**src/rtl/spi_port_pkg.sv**
```systemverilog
package spi_port_pkg;
  typedef enum logic {
    DIR_RX = 1'b0,
    DIR_TX = 1'b1
  } byte_dir_e;

  localparam int SYNC_DEPTH_DEFAULT = 2;
endpackage

```
**src/rtl/spi_sync.sv**
```systemverilog
module spi_sync #(
  parameter int          W       = 1,
  parameter int          STAGES  = 2,
  parameter logic [W-1:0] RST_VAL = '0
) (
  input  logic         clk,
  input  logic         rst,
  input  logic [W-1:0] d,
  output logic [W-1:0] q
);
  logic [W-1:0] stg [STAGES];

  always_ff @(posedge clk) begin
    if (rst) begin
      for (int i = 0; i < STAGES; i++) stg[i] <= RST_VAL;
    end else begin
      stg[0] <= d;
      for (int i = 1; i < STAGES; i++) stg[i] <= stg[i-1];
    end
  end

  assign q = stg[STAGES-1];
endmodule

```
**src/rtl/spi_edge_detect.sv**
```systemverilog
module spi_edge_detect (
  input  logic clk,
  input  logic rst,
  input  logic level,
  output logic rise,
  output logic fall
);
  logic prev_q;

  always_ff @(posedge clk) begin
    if (rst) prev_q <= 1'b0;
    else     prev_q <= level;
  end

  assign rise = level & ~prev_q;
  assign fall = ~level & prev_q;
endmodule

```
**src/rtl/spi_idle_timer.sv**
```systemverilog
module spi_idle_timer #(
  parameter int LIMIT = 65536
) (
  input  logic clk,
  input  logic rst,
  input  logic enable,
  input  logic sclk_lvl,
  input  logic cs_lvl,
  output logic expire
);
  localparam int CNT_W = $clog2(LIMIT + 1);
  localparam logic [CNT_W-1:0] LAST_IDX = CNT_W'(LIMIT - 1);
  localparam logic [CNT_W-1:0] SAT_VAL  = CNT_W'(LIMIT);

  logic [CNT_W-1:0] cnt_q;
  logic             active;
  logic             expire_q;

  assign active = enable & ~sclk_lvl & ~cs_lvl;

  always_ff @(posedge clk) begin
    if (rst || !active) begin
      cnt_q    <= '0;
      expire_q <= 1'b0;
    end else begin
      expire_q <= (cnt_q == LAST_IDX);
      if (cnt_q != SAT_VAL) cnt_q <= cnt_q + 1'b1;
    end
  end

  assign expire = expire_q;
endmodule

```
**src/rtl/spi_shift_engine.sv**
```systemverilog
module spi_shift_engine
  import spi_port_pkg::*;
#(
  parameter int DATA_W = 8
) (
  input  logic              clk,
  input  logic              rst,
  input  logic              clear,
  input  logic              rise,
  input  logic              fall,
  input  logic              din,
  input  logic              xmit_sel,
  input  logic [DATA_W-1:0] tx_byte,
  output logic              dout,
  output logic [DATA_W-1:0] rx_data,
  output logic              rx_valid
);
  localparam int BIT_W = (DATA_W > 1) ? $clog2(DATA_W) : 1;
  localparam logic [BIT_W-1:0] LAST_BIT = BIT_W'(DATA_W - 1);

  logic [BIT_W-1:0]  bit_cnt;
  logic [DATA_W-1:0] tx_sh;
  logic [DATA_W-2:0] rx_sh;
  byte_dir_e         dir_q;
  logic              dout_q;
  logic [DATA_W-1:0] rx_data_q;
  logic              rx_valid_q;

  always_ff @(posedge clk) begin
    rx_valid_q <= 1'b0;
    if (clear) begin
      bit_cnt <= '0;
      tx_sh   <= '0;
      rx_sh   <= '0;
      dir_q   <= DIR_RX;
      dout_q  <= 1'b0;
    end else begin
      if (rise) begin
        if (bit_cnt == '0) begin
          dir_q <= xmit_sel ? DIR_TX : DIR_RX;
          if (xmit_sel) begin
            dout_q <= tx_byte[DATA_W-1];
            tx_sh  <= tx_byte << 1;
          end else begin
            dout_q <= 1'b0;
          end
        end else if (dir_q == DIR_TX) begin
          dout_q <= tx_sh[DATA_W-1];
          tx_sh  <= tx_sh << 1;
        end else begin
          dout_q <= 1'b0;
        end
      end
      if (fall) begin
        bit_cnt <= (bit_cnt == LAST_BIT) ? '0 : bit_cnt + 1'b1;
        if (dir_q == DIR_RX) begin
          rx_sh <= {rx_sh[DATA_W-3:0], din};
          if (bit_cnt == LAST_BIT) rx_valid_q <= 1'b1;
        end
      end
    end
  end

  always_ff @(posedge clk) begin
    if (rst) begin
      rx_data_q <= '0;
    end else if (!clear && fall && dir_q == DIR_RX && bit_cnt == LAST_BIT) begin
      rx_data_q <= {rx_sh, din};
    end
  end

  assign dout     = dout_q;
  assign rx_data  = rx_data_q;
  assign rx_valid = rx_valid_q;
endmodule

```
**src/rtl/spi_byte_port.sv**
```systemverilog
module spi_byte_port
  import spi_port_pkg::*;
#(
  parameter int DATA_W         = 8,
  parameter int SYNC_STAGES    = SYNC_DEPTH_DEFAULT,
  parameter int TIMEOUT_CYCLES = 65536
) (
  input  logic              clk,
  input  logic              rst,
  input  logic              cs_n_pin,
  input  logic              sclk_pin,
  input  logic              din_pin,
  input  logic              timeout_en,
  input  logic              xmit_sel,
  input  logic [DATA_W-1:0] tx_byte,
  output logic [DATA_W-1:0] rx_data,
  output logic              rx_valid,
  output logic              dout,
  output logic              dout_oe
);
  logic [2:0] pins_s;
  logic       cs_s, sclk_s, din_s;
  logic       sclk_rise, sclk_fall;
  logic       to_pulse;
  logic       port_clear;
  logic       oe_q;

  spi_sync #(.W(3), .STAGES(SYNC_STAGES), .RST_VAL(3'b100)) u_sync (
    .clk (clk),
    .rst (rst),
    .d   ({cs_n_pin, sclk_pin, din_pin}),
    .q   (pins_s)
  );

  assign cs_s   = pins_s[2];
  assign sclk_s = pins_s[1];
  assign din_s  = pins_s[0];

  spi_edge_detect u_edge (
    .clk   (clk),
    .rst   (rst),
    .level (sclk_s),
    .rise  (sclk_rise),
    .fall  (sclk_fall)
  );

  spi_idle_timer #(.LIMIT(TIMEOUT_CYCLES)) u_timer (
    .clk      (clk),
    .rst      (rst),
    .enable   (timeout_en),
    .sclk_lvl (sclk_s),
    .cs_lvl   (cs_s),
    .expire   (to_pulse)
  );

  assign port_clear = rst | cs_s | to_pulse;

  spi_shift_engine #(.DATA_W(DATA_W)) u_engine (
    .clk      (clk),
    .rst      (rst),
    .clear    (port_clear),
    .rise     (sclk_rise),
    .fall     (sclk_fall),
    .din      (din_s),
    .xmit_sel (xmit_sel),
    .tx_byte  (tx_byte),
    .dout     (dout),
    .rx_data  (rx_data),
    .rx_valid (rx_valid)
  );

  always_ff @(posedge clk) begin
    if (rst) oe_q <= 1'b0;
    else     oe_q <= ~cs_s;
  end

  assign dout_oe = oe_q;
endmodule

```
**config.mk**
```make
export PLATFORM = sky130hd
export DESIGN_NAME = spi_byte_port
export DESIGN_NICKNAME = d
export VERILOG_FILES = /design/src/rtl/spi_port_pkg.sv /design/src/rtl/spi_sync.sv /design/src/rtl/spi_edge_detect.sv /design/src/rtl/spi_idle_timer.sv /design/src/rtl/spi_shift_engine.sv /design/src/rtl/spi_byte_port.sv
export SDC_FILE = /design/constraint.sdc
export NUM_CORES = 1
export LEC_CHECK = 0
export BUFFER_PORTS_ARGS = -buffer_cell sky130_fd_sc_hd__buf_4
export CAP_MARGIN = 20
export CORE_ASPECT_RATIO = 0.5
export CORE_MARGIN = 8
export CORE_UTILIZATION = 55
export CTS_CLUSTER_SIZE = 14
export DETAILED_ROUTE_END_ITERATION = 10
export GPL_TIMING_DRIVEN = 0
export PLACE_DENSITY = 0.87
export SLEW_MARGIN = 0
export SYNTH_ARGS = -nofsm -noshare
export SYNTH_HDL_FRONTEND = slang
export SYNTH_SLANG_ARGS = --single-unit
```
**constraint.sdc**
```tcl
create_clock -name clk -period 5.1 [get_ports clk]
set_clock_uncertainty 0.2 [all_clocks]
set_input_delay 0.51 -clock clk [delete_from_list [all_inputs] [get_ports clk]]
set_output_delay 0.51 -clock clk [all_outputs]
set_load 0.02 [all_outputs]
```
==> results of run 1 <==
critical path, cell delays in order (launching register included):
cell	delay, ns
sky130_fd_sc_hd__dfxtp_1	0.49
sky130_fd_sc_hd__ha_1	0.36
sky130_fd_sc_hd__nand4_1	0.19
sky130_fd_sc_hd__nor4_1	0.39
sky130_fd_sc_hd__and3_1	0.24
sky130_fd_sc_hd__ha_1	0.23
sky130_fd_sc_hd__a21oi_1	0.11
cells by family (layout without fill, tap and decap cells):
kind of cell,Yosys count,after routing,share of synthesized area (%)
AND/OR/NAND/NOR,98,98,23.65
flip-flops,54,54,47.97
XOR/XNOR,13,13,5.053
AO/OA/AOI/OAI,38,38,10.72
adder cells (fa/ha/maj),6,6,3.331
multiplexers,10,10,4.442
buffers and inverters,25,55,4.830
metrics by stage:
stage,power (uW),instance area [sq um],hold slack [ns],cells
detailed placement,462.2,2494,0.1928,321
global route,707.4,2577,0.1903,328
CTS,687.6,2577,0.1835,328
floorplan,450.5,2253,0.1895,244
finish,684.3,2577,0.1890,328
global placement,461.0,2494,0.1955,321
metal layers:
layer / GRT usage, % / vias up / routed length (um)
li1: - / 916 / -
met4: 7.723 / 0 / 85
met1: 17.13 / 841 / 2103
met5: 0 / - / 0
met3: 4.280 / 7 / 215
met2: 25.53 / 41 / 2316
placed cells by master (no fill, tap or decap), drive strengths merged, types with 7 or more instances in the layout:
cell type   n
nand2      10
dfxtp      54
a21oi      13
nand4      10
inv        14
nor2b       7
buf        25
o21ai      11
mux2i      10
nor2       28
clkbuf     14
nor3b       7
xnor2       7
final timing paths:
path | end | slack (ns)
setup / recovery | u_timer.cnt_q[16] | 2.83
hold / removal | u_sync.stg[0][2] | 0.19
setup reg to reg | u_timer.cnt_q[16] | 2.83
hold reg to reg | u_sync.stg[0][5] | 0.21
layout make-up:
type / instances / area share (%)
plain buffers: 11 / 2.184
clock buffers: 5 / 2.670
clock inverters: 2 / 0.5825
inverters: 14 / 2.039
multi-input cells: 165 / 41.26
flip-flops and latches: 54 / 41.94
well taps: 54 / 2.621
repair buffers: 23 / 6.699
power by group:
part	internal, uW	switching, uW	leakage [uW]
clock network	94.0	138	0.0000362
registers	424	1.86	0.000436
logic	13.5	13.1	0.000488
total	532	153	0.000961
state kept, by name, indices dropped and copies added, names as in the netlist:
signal             flops
u_engine.bit_cnt       3
u_engine.tx_sh         7
u_engine.rx_data       8
dout_oe                1
u_engine.dout          1
u_engine.rx_valid      1
u_engine.dir_q         1
u_engine.rx_sh         7
u_timer.expire         1
u_edge.prev_q          1
u_sync.stg             6
u_timer.cnt_q         17
==> results.ini, run 1 <==
[run_status]
run_status=complete, no violations

[synth]
number_of_standard_cells_after_synthesis=244
synth-async-reset-ratio_pct=0
syn_area_per_cell_sq_um=9.235
post_synth_main_area_contributors=sky130_fd_sc_hd__dfxtp_1 (48%), sky130_fd_sc_hd__nor2_1 (4.7%), sky130_fd_sc_hd__mux2i_1 (4.4%)
post-synth-top-area-cell=sky130_fd_sc_hd__dfxtp_1
yosys.cell_count.top_type=sky130_fd_sc_hd__dfxtp_1
synth.cells.most_frequent=sky130_fd_sc_hd__dfxtp_1 (54), sky130_fd_sc_hd__nor2_1 (28), sky130_fd_sc_hd__inv_1 (14)
synth_top_cell_area_share_pct=47.97
mappedNetlistNets=265
postSynthRegisterBits=54
synth_ff_type=sky130_fd_sc_hd__dfxtp_1
synth.distinct_cells=33
synth.yosys.seq_area_share_pct=47.97
yosysWarnings=0
mappedNetlistArea_sq_mm=0.002253
synth-edff-count=0

[routing]
first_pass_iters=4
routed_via_density=5.503
detailroute.via_count=1805
remaining_drc_errors=0
drt_wl_total_mm=4.721
wl_per_cell_um=14.39
initialDrtViolationCount=73
antenna_violating_nets_post_route=0

[global_routing]
first_pass_grt_wire_length_mm=7.721
grt_antenna_before_repair=0
grt_use_total_pct=14.90
globalRoute.totalOverflow=0
via_count_of_the_first_global_routing_pass=1687
grt_start_max_net_pins=17

[timing]
slew_headroom_pct=52.13
post-route-period-util_pct=44.54
rsz0062_at_grt=false
slew_viol_final=0
finalHoldViolCount=0
final.min_clock_period_ns=2.272
finalSetupViolations=0
clock.fmax_mhz=440.2
layout_setup_ws_ns=2.828
final.setup.tns_ns=0
worstMarginPinSlew_ns=0.7125

[finish]
antenna_cells=0
finish.utilization_pct=65.69
area.sequential_sq_mm=0.001081
area_growth_syn_to_layout_pct=14.38
final_layout_size_suffix_gt1_share_pct=14.96
multi_input_area_sq_mm=0.001064
fillers=333
final_net_count=295

[clock_network]
clock_tree_from_tritoncts=done
post_cts_resized=0
cts-buffers-inserted=5
clk_transition_reported_paths_ns=0.09
insertion_delay_ns=0.31
htreeDepth=2
clock_sink_count=54
post-cts-setup-buffers=0
holdBufCountCts=0
clock_path_buffers=2
cts_root_buf=sky130_fd_sc_hd__clkbuf_8

[worst_setup_path]
r2r-start=u_timer.cnt_q[0]
critical_path_class=reg -> reg
critical_path_peak_fanout=7
cp-end-kind=register
cp.arrival_ns=2.31
worstRegToRegCells=6
critical_path.startpoint=u_timer.cnt_q[0]
crit_path_start_kind=register
worst-endpoint-required_ns=5.14

[pwr]
leakage_uw=0.0009610
vdd.ir_drop.worst_uv=119.4
pwr_density_cell_mw_per_mm2=265.5

[die]
io_pins=26
num_rows=16
dieArea_sq_mm=0.006525
die_y_um=61.26
core-area_sq_mm=0.003924
die_w_um=106.5
start_util_pct=57.43

[place]
dp_worst_setup_slack_ns=2.802
count_of_input_and_output_buffers=23
hpwlAfterDp_mm=3.424
place_congestion=0.8812

[worst_hold_path]
holdCritPathClass=in -> reg
worst_hold_startpoint=cs_n_pin
hold-path-cell-count=2

[job]
cap_viol_max_count=0

Note: power is estimated with default switching activity, not from simulation.
==> run 2, diff against run 1 <==
--- a/config.mk
+++ b/config.mk
@@ -5,6 +5,7 @@
 export SDC_FILE = /design/constraint.sdc
 export NUM_CORES = 1
 export LEC_CHECK = 0
+export ABC_AREA = 1
 export BUFFER_PORTS_ARGS = -buffer_cell sky130_fd_sc_hd__buf_4
 export CAP_MARGIN = 20
 export CORE_ASPECT_RATIO = 0.5
@@ -13,7 +14,7 @@
 export CTS_CLUSTER_SIZE = 14
 export DETAILED_ROUTE_END_ITERATION = 10
 export GPL_TIMING_DRIVEN = 0
-export PLACE_DENSITY = 0.87
+export PLACE_DENSITY = 0.86
 export SLEW_MARGIN = 0
 export SYNTH_ARGS = -nofsm -noshare
 export SYNTH_HDL_FRONTEND = slang
==> constraint.sdc (replaced) <==
create_clock -name clk -period 2.4 [get_ports clk]
set_clock_uncertainty 0.2 [all_clocks]
set_input_delay 0.24 -clock clk [delete_from_list [all_inputs] [get_ports clk]]
set_output_delay 0.24 -clock clk [all_outputs]
set_load 0.02 [all_outputs]
==> run 2 against run 1 <==
Worst setup slack worse by 2.3 ns. Clock-buffer cell count unchanged. Sequential power up 110%. Clock power up 110%. Design area up 8.6%. Sequential cell count unchanged. Synthesized area up 6.7%. Cell count up 27%. Global-route usage down 0.62 points. Total power up 120%. Worst hold slack worse by 0.16 ns.
==> results.ini, run 2 <==
[routing]
routed_via_density=5.010  ; -9.0%
remaining_drc_errors=0  ; unchanged
met1_length_mm=2.091  ; -0.57%
drt_wl_total_mm=4.631  ; -1.9%
first_pass_iters=4  ; unchanged
detailroute.via_count=2094  ; +16%
topRoutingLayerUsed=met4
antenna_violating_nets_post_route=0  ; unchanged
wl_met3_um=201  ; -6.5%
routed-wl-met2_mm=2.288  ; -1.2%
initialDrtViolationCount=91  ; +25%
wl_per_cell_um=11.08  ; -23%

[place]
count_of_input_and_output_buffers=24  ; +4.3%
hpwlAfterDp_mm=3.402  ; -0.65%
place_congestion=0.8714  ; -1.1%

[synth]
yosys.area_share.simple_pct=33.35  ; +9.7 points
postSynthRegisterBits=54  ; unchanged
synth_top_cell_area_share_pct=44.95  ; -3.0 points
synth.distinct_cells=28  ; -15%
synth-edff-count=0  ; unchanged
main_combinational_cell_family_by_area_after_synthesis=simple AND/OR/NAND/NOR gates
synth_ff_type=sky130_fd_sc_hd__dfxtp_1
synth-async-reset-ratio_pct=0  ; unchanged
post-synth-top-area-cell=sky130_fd_sc_hd__dfxtp_1
post_synth_main_area_contributors=sky130_fd_sc_hd__dfxtp_1 (45%), sky130_fd_sc_hd__nor2_1 (12%), sky130_fd_sc_hd__nand2_1 (9.4%)
mappedNetlistArea_sq_mm=0.002405  ; +6.7%
yosys-mux-area-fraction_pct=0  ; -4.4 points
syn_area_per_cell_sq_um=7.422  ; -20%
synth_adder_area_share_pct=3.122  ; -0.21 points
yosysWarnings=0  ; unchanged
synth-xor-area-share_pct=0.7284  ; -4.3 points
number_of_standard_cells_after_synthesis=324  ; +33%
yosys.cell_count.top_type=sky130_fd_sc_hd__nor2_1
synth-compound-area-share_pct=10.82  ; +0.11 points
synth.yosys.seq_area_share_pct=44.95  ; -3.0 points
mappedNetlistNets=345  ; +30%
synth.cells.most_frequent=sky130_fd_sc_hd__nor2_1 (79), sky130_fd_sc_hd__nand2_1 (60), sky130_fd_sc_hd__dfxtp_1 (54)

[job]
cap_viol_max_count=0  ; unchanged

[timing]
slew_viol_final=0  ; unchanged
finalSetupViolations=0  ; unchanged
finalHoldViolCount=0  ; unchanged
rsz0062_at_grt=false
final.setup.tns_ns=0  ; unchanged
clock.fmax_mhz=531.3  ; +21%
final.min_clock_period_ns=1.882  ; -0.3896 ns
slew_headroom_pct=83.54  ; +31 points
post-route-period-util_pct=78.42  ; +34 points
worstMarginPinSlew_ns=0.2463  ; -0.4663 ns

[finish]
multi_input_area_sq_mm=0.001155  ; +8.6%
final_common_cell=sky130_fd_sc_hd__nor2_1
final_cell_mix=sky130_fd_sc_hd__nor2_1 (79), sky130_fd_sc_hd__nand2_1 (60), sky130_fd_sc_hd__dfxtp_1 (54), sky130_fd_sc_hd__inv_1 (30), sky130_fd_sc_hd__buf_4 (25)
registers.top_by_ff_count=u_timer.cnt_q
final_net_count=382  ; +29%
fillers=359  ; +7.8%
antenna_cells=0  ; unchanged
area_growth_syn_to_layout_pct=16.39
final_layout_size_suffix_gt1_share_pct=16.62  ; +1.7 points
area.sequential_sq_mm=0.001081  ; unchanged
largest_register_ffs=17  ; unchanged

[worst_hold_path]
min_to=u_engine.dout
worst_hold_startpoint=tx_byte[7]
hold-path-cell-count=3  ; +1
holdCritPathClass=in -> reg

[worst_setup_path]
cp_num_buf_inv=0  ; unchanged
worst-endpoint-required_ns=2.44  ; -2.70 ns
worst_path_cell_trace=ha_1, nand3_2, nor2_4, nand2_2, nor3_1, ha_1, a21oi_1
cp-end-kind=register
worstReg2RegEnd=u_timer.cnt_q[16]
critical_path_class=reg -> reg
ff2ff_setup_slack_ns=0.52  ; -2.31 ns
critical_path_peak_fanout=9  ; +2
crit_path_start_kind=register
path_common_cell=sky130_fd_sc_hd__ha_1
r2r-start=u_timer.cnt_q[1]
cp_top_family=simple AND/OR/NAND/NOR gates
worstRegToRegCells=7  ; +1
timing.critical_path.slowest_cell_delay_ns=0.38  ; -0.11 ns
cp.arrival_ns=1.92  ; -0.39 ns
worst_path_max_delay_cell=sky130_fd_sc_hd__dfxtp_1

[global_routing]
via_count_of_the_first_global_routing_pass=1988  ; +18%
globalRoute.totalOverflow=0  ; unchanged
first_pass_grt_wire_length_mm=8.183  ; +6.0%
grt_start_max_net_pins=17  ; unchanged
grt_use_total_pct=14.27  ; -0.62 points
grt_antenna_before_repair=0  ; unchanged

[clock_network]
clock_tree_from_tritoncts=done
clock_path_buffers=2  ; unchanged
cts_root_buf=sky130_fd_sc_hd__clkbuf_8
insertion_delay_ns=0.30  ; about the same
holdBufCountCts=6  ; +6
cts-buffers-inserted=5  ; unchanged
clock_sink_count=54  ; unchanged
htreeDepth=2  ; unchanged
post_cts_resized=0  ; unchanged
post-cts-setup-buffers=0  ; unchanged
clk_transition_reported_paths_ns=0.10  ; about the same

[die]
num_rows=17  ; +1
start_util_pct=55.97  ; -1.5 points
die_y_um=62.76  ; +2.4%
core-area_sq_mm=0.004297  ; +9.5%
die_w_um=109.5  ; +2.8%
io_pins=26  ; unchanged
dieArea_sq_mm=0.006873  ; +5.3%

[pwr]
share_clk_of_total_power_pct=33.7  ; about the same
p_total_uw=1471  ; +120%
comb_power_share_pct=4.8  ; +0.9 points
vdd.ir_drop.worst_uv=239.5  ; +100%
power.switching_uw=331.4  ; +120%
seqPwrFrac_pct=61.6  ; -0.7 points
power_report.internal_total_uw=1140  ; +110%
p_sw_share_pct=22.52  ; +0.23 points
leakage_uw=0.001224  ; +27%
pwr_density_cell_mw_per_mm2=525.7  ; +98%

[run_status]
run_status=complete, no violations

==> run 2: metal layers <==
metal	GRT usage (%)	vias up
li1	-	1105
met1	16.40	954
met2	24.74	28
met3	4.012	7
met4	4.674	0
met5	0	-
==> run 2: cell type report <==
class	count	area share, %
Buffer	3	1.073
Clock buffer	5	2.459
Clock inverter	2	0.4917
Inverter	35	4.962
Multi-Input combinational cell	232	41.26
Sequential cell	54	38.62
Tap cell	57	2.548
Timing Repair Buffer	30	8.583
==> run 2: cells by family (layout without fill, tap and decap cells) <==
group / count (synthesis) / in the layout
flip-flops: 54 / 54
AND/OR/NAND/NOR: 175 / 175
buffers and inverters: 38 / 75
adder cells (fa/ha/maj): 6 / 6
AO/OA/AOI/OAI: 49 / 49
XOR/XNOR: 2 / 2
==> run 2: worst max path at each step <==
| stage | startpoint | to | slack, ns | cells past startpoint |
|---|---|---|---|---|
| final | u_timer.cnt_q[1] | u_timer.cnt_q[16] | 0.52 | 7 |
| after global routing | u_timer.cnt_q[0] | u_timer.cnt_q[16] | 0.39 | 7 |
| after detailed placement | u_timer.cnt_q[1] | u_timer.cnt_q[16] | 0.53 | 7 |
| after CTS | u_timer.cnt_q[1] | u_timer.cnt_q[16] | 0.51 | 7 |
| after global placement | u_timer.cnt_q[0] | u_timer.cnt_q[16] | 0.56 | 7 |
| after floorplan | u_timer.cnt_q[0] | u_timer.cnt_q[16] | 0.73 | 7 |
==> run 2: tightest hold or removal path: cells and delay by family <==
kind,cells,cell delay (ns)
buffers and inverters,1,0.11
AND/OR/NAND/NOR,1,0.08
AO/OA/AOI/OAI,1,0.07
==> run 2: power groups by stage <==
| stage | clock, uW | combinational, uW | sequential [uW] |
|---|---|---|---|
| after floorplan | 0 | 36.7 | 927 |
| after global placement | 0 | 60.0 | 926 |
| after detailed placement | 0 | 62.2 | 927 |
| after CTS | 511 | 70.2 | 906 |
| after global routing | 544 | 78.7 | 907 |
| final | 495 | 70.2 | 906 |
==> run 2: stage by stage <==
step                      hold WS (ns)  util, %  setup WS (ns)  area (sq um)  std cells
after floorplan                 0.1438        -         0.7338          2405        324
after global placement          0.1891    61.82         0.5614          2656        405
after detailed placement        0.2011    61.82         0.5311          2656        405
after CTS                      0.02218    65.14         0.5133          2799        418
after global routing           0.04000    65.14         0.3858          2799        418
final                          0.02911    65.14         0.5180          2799        418
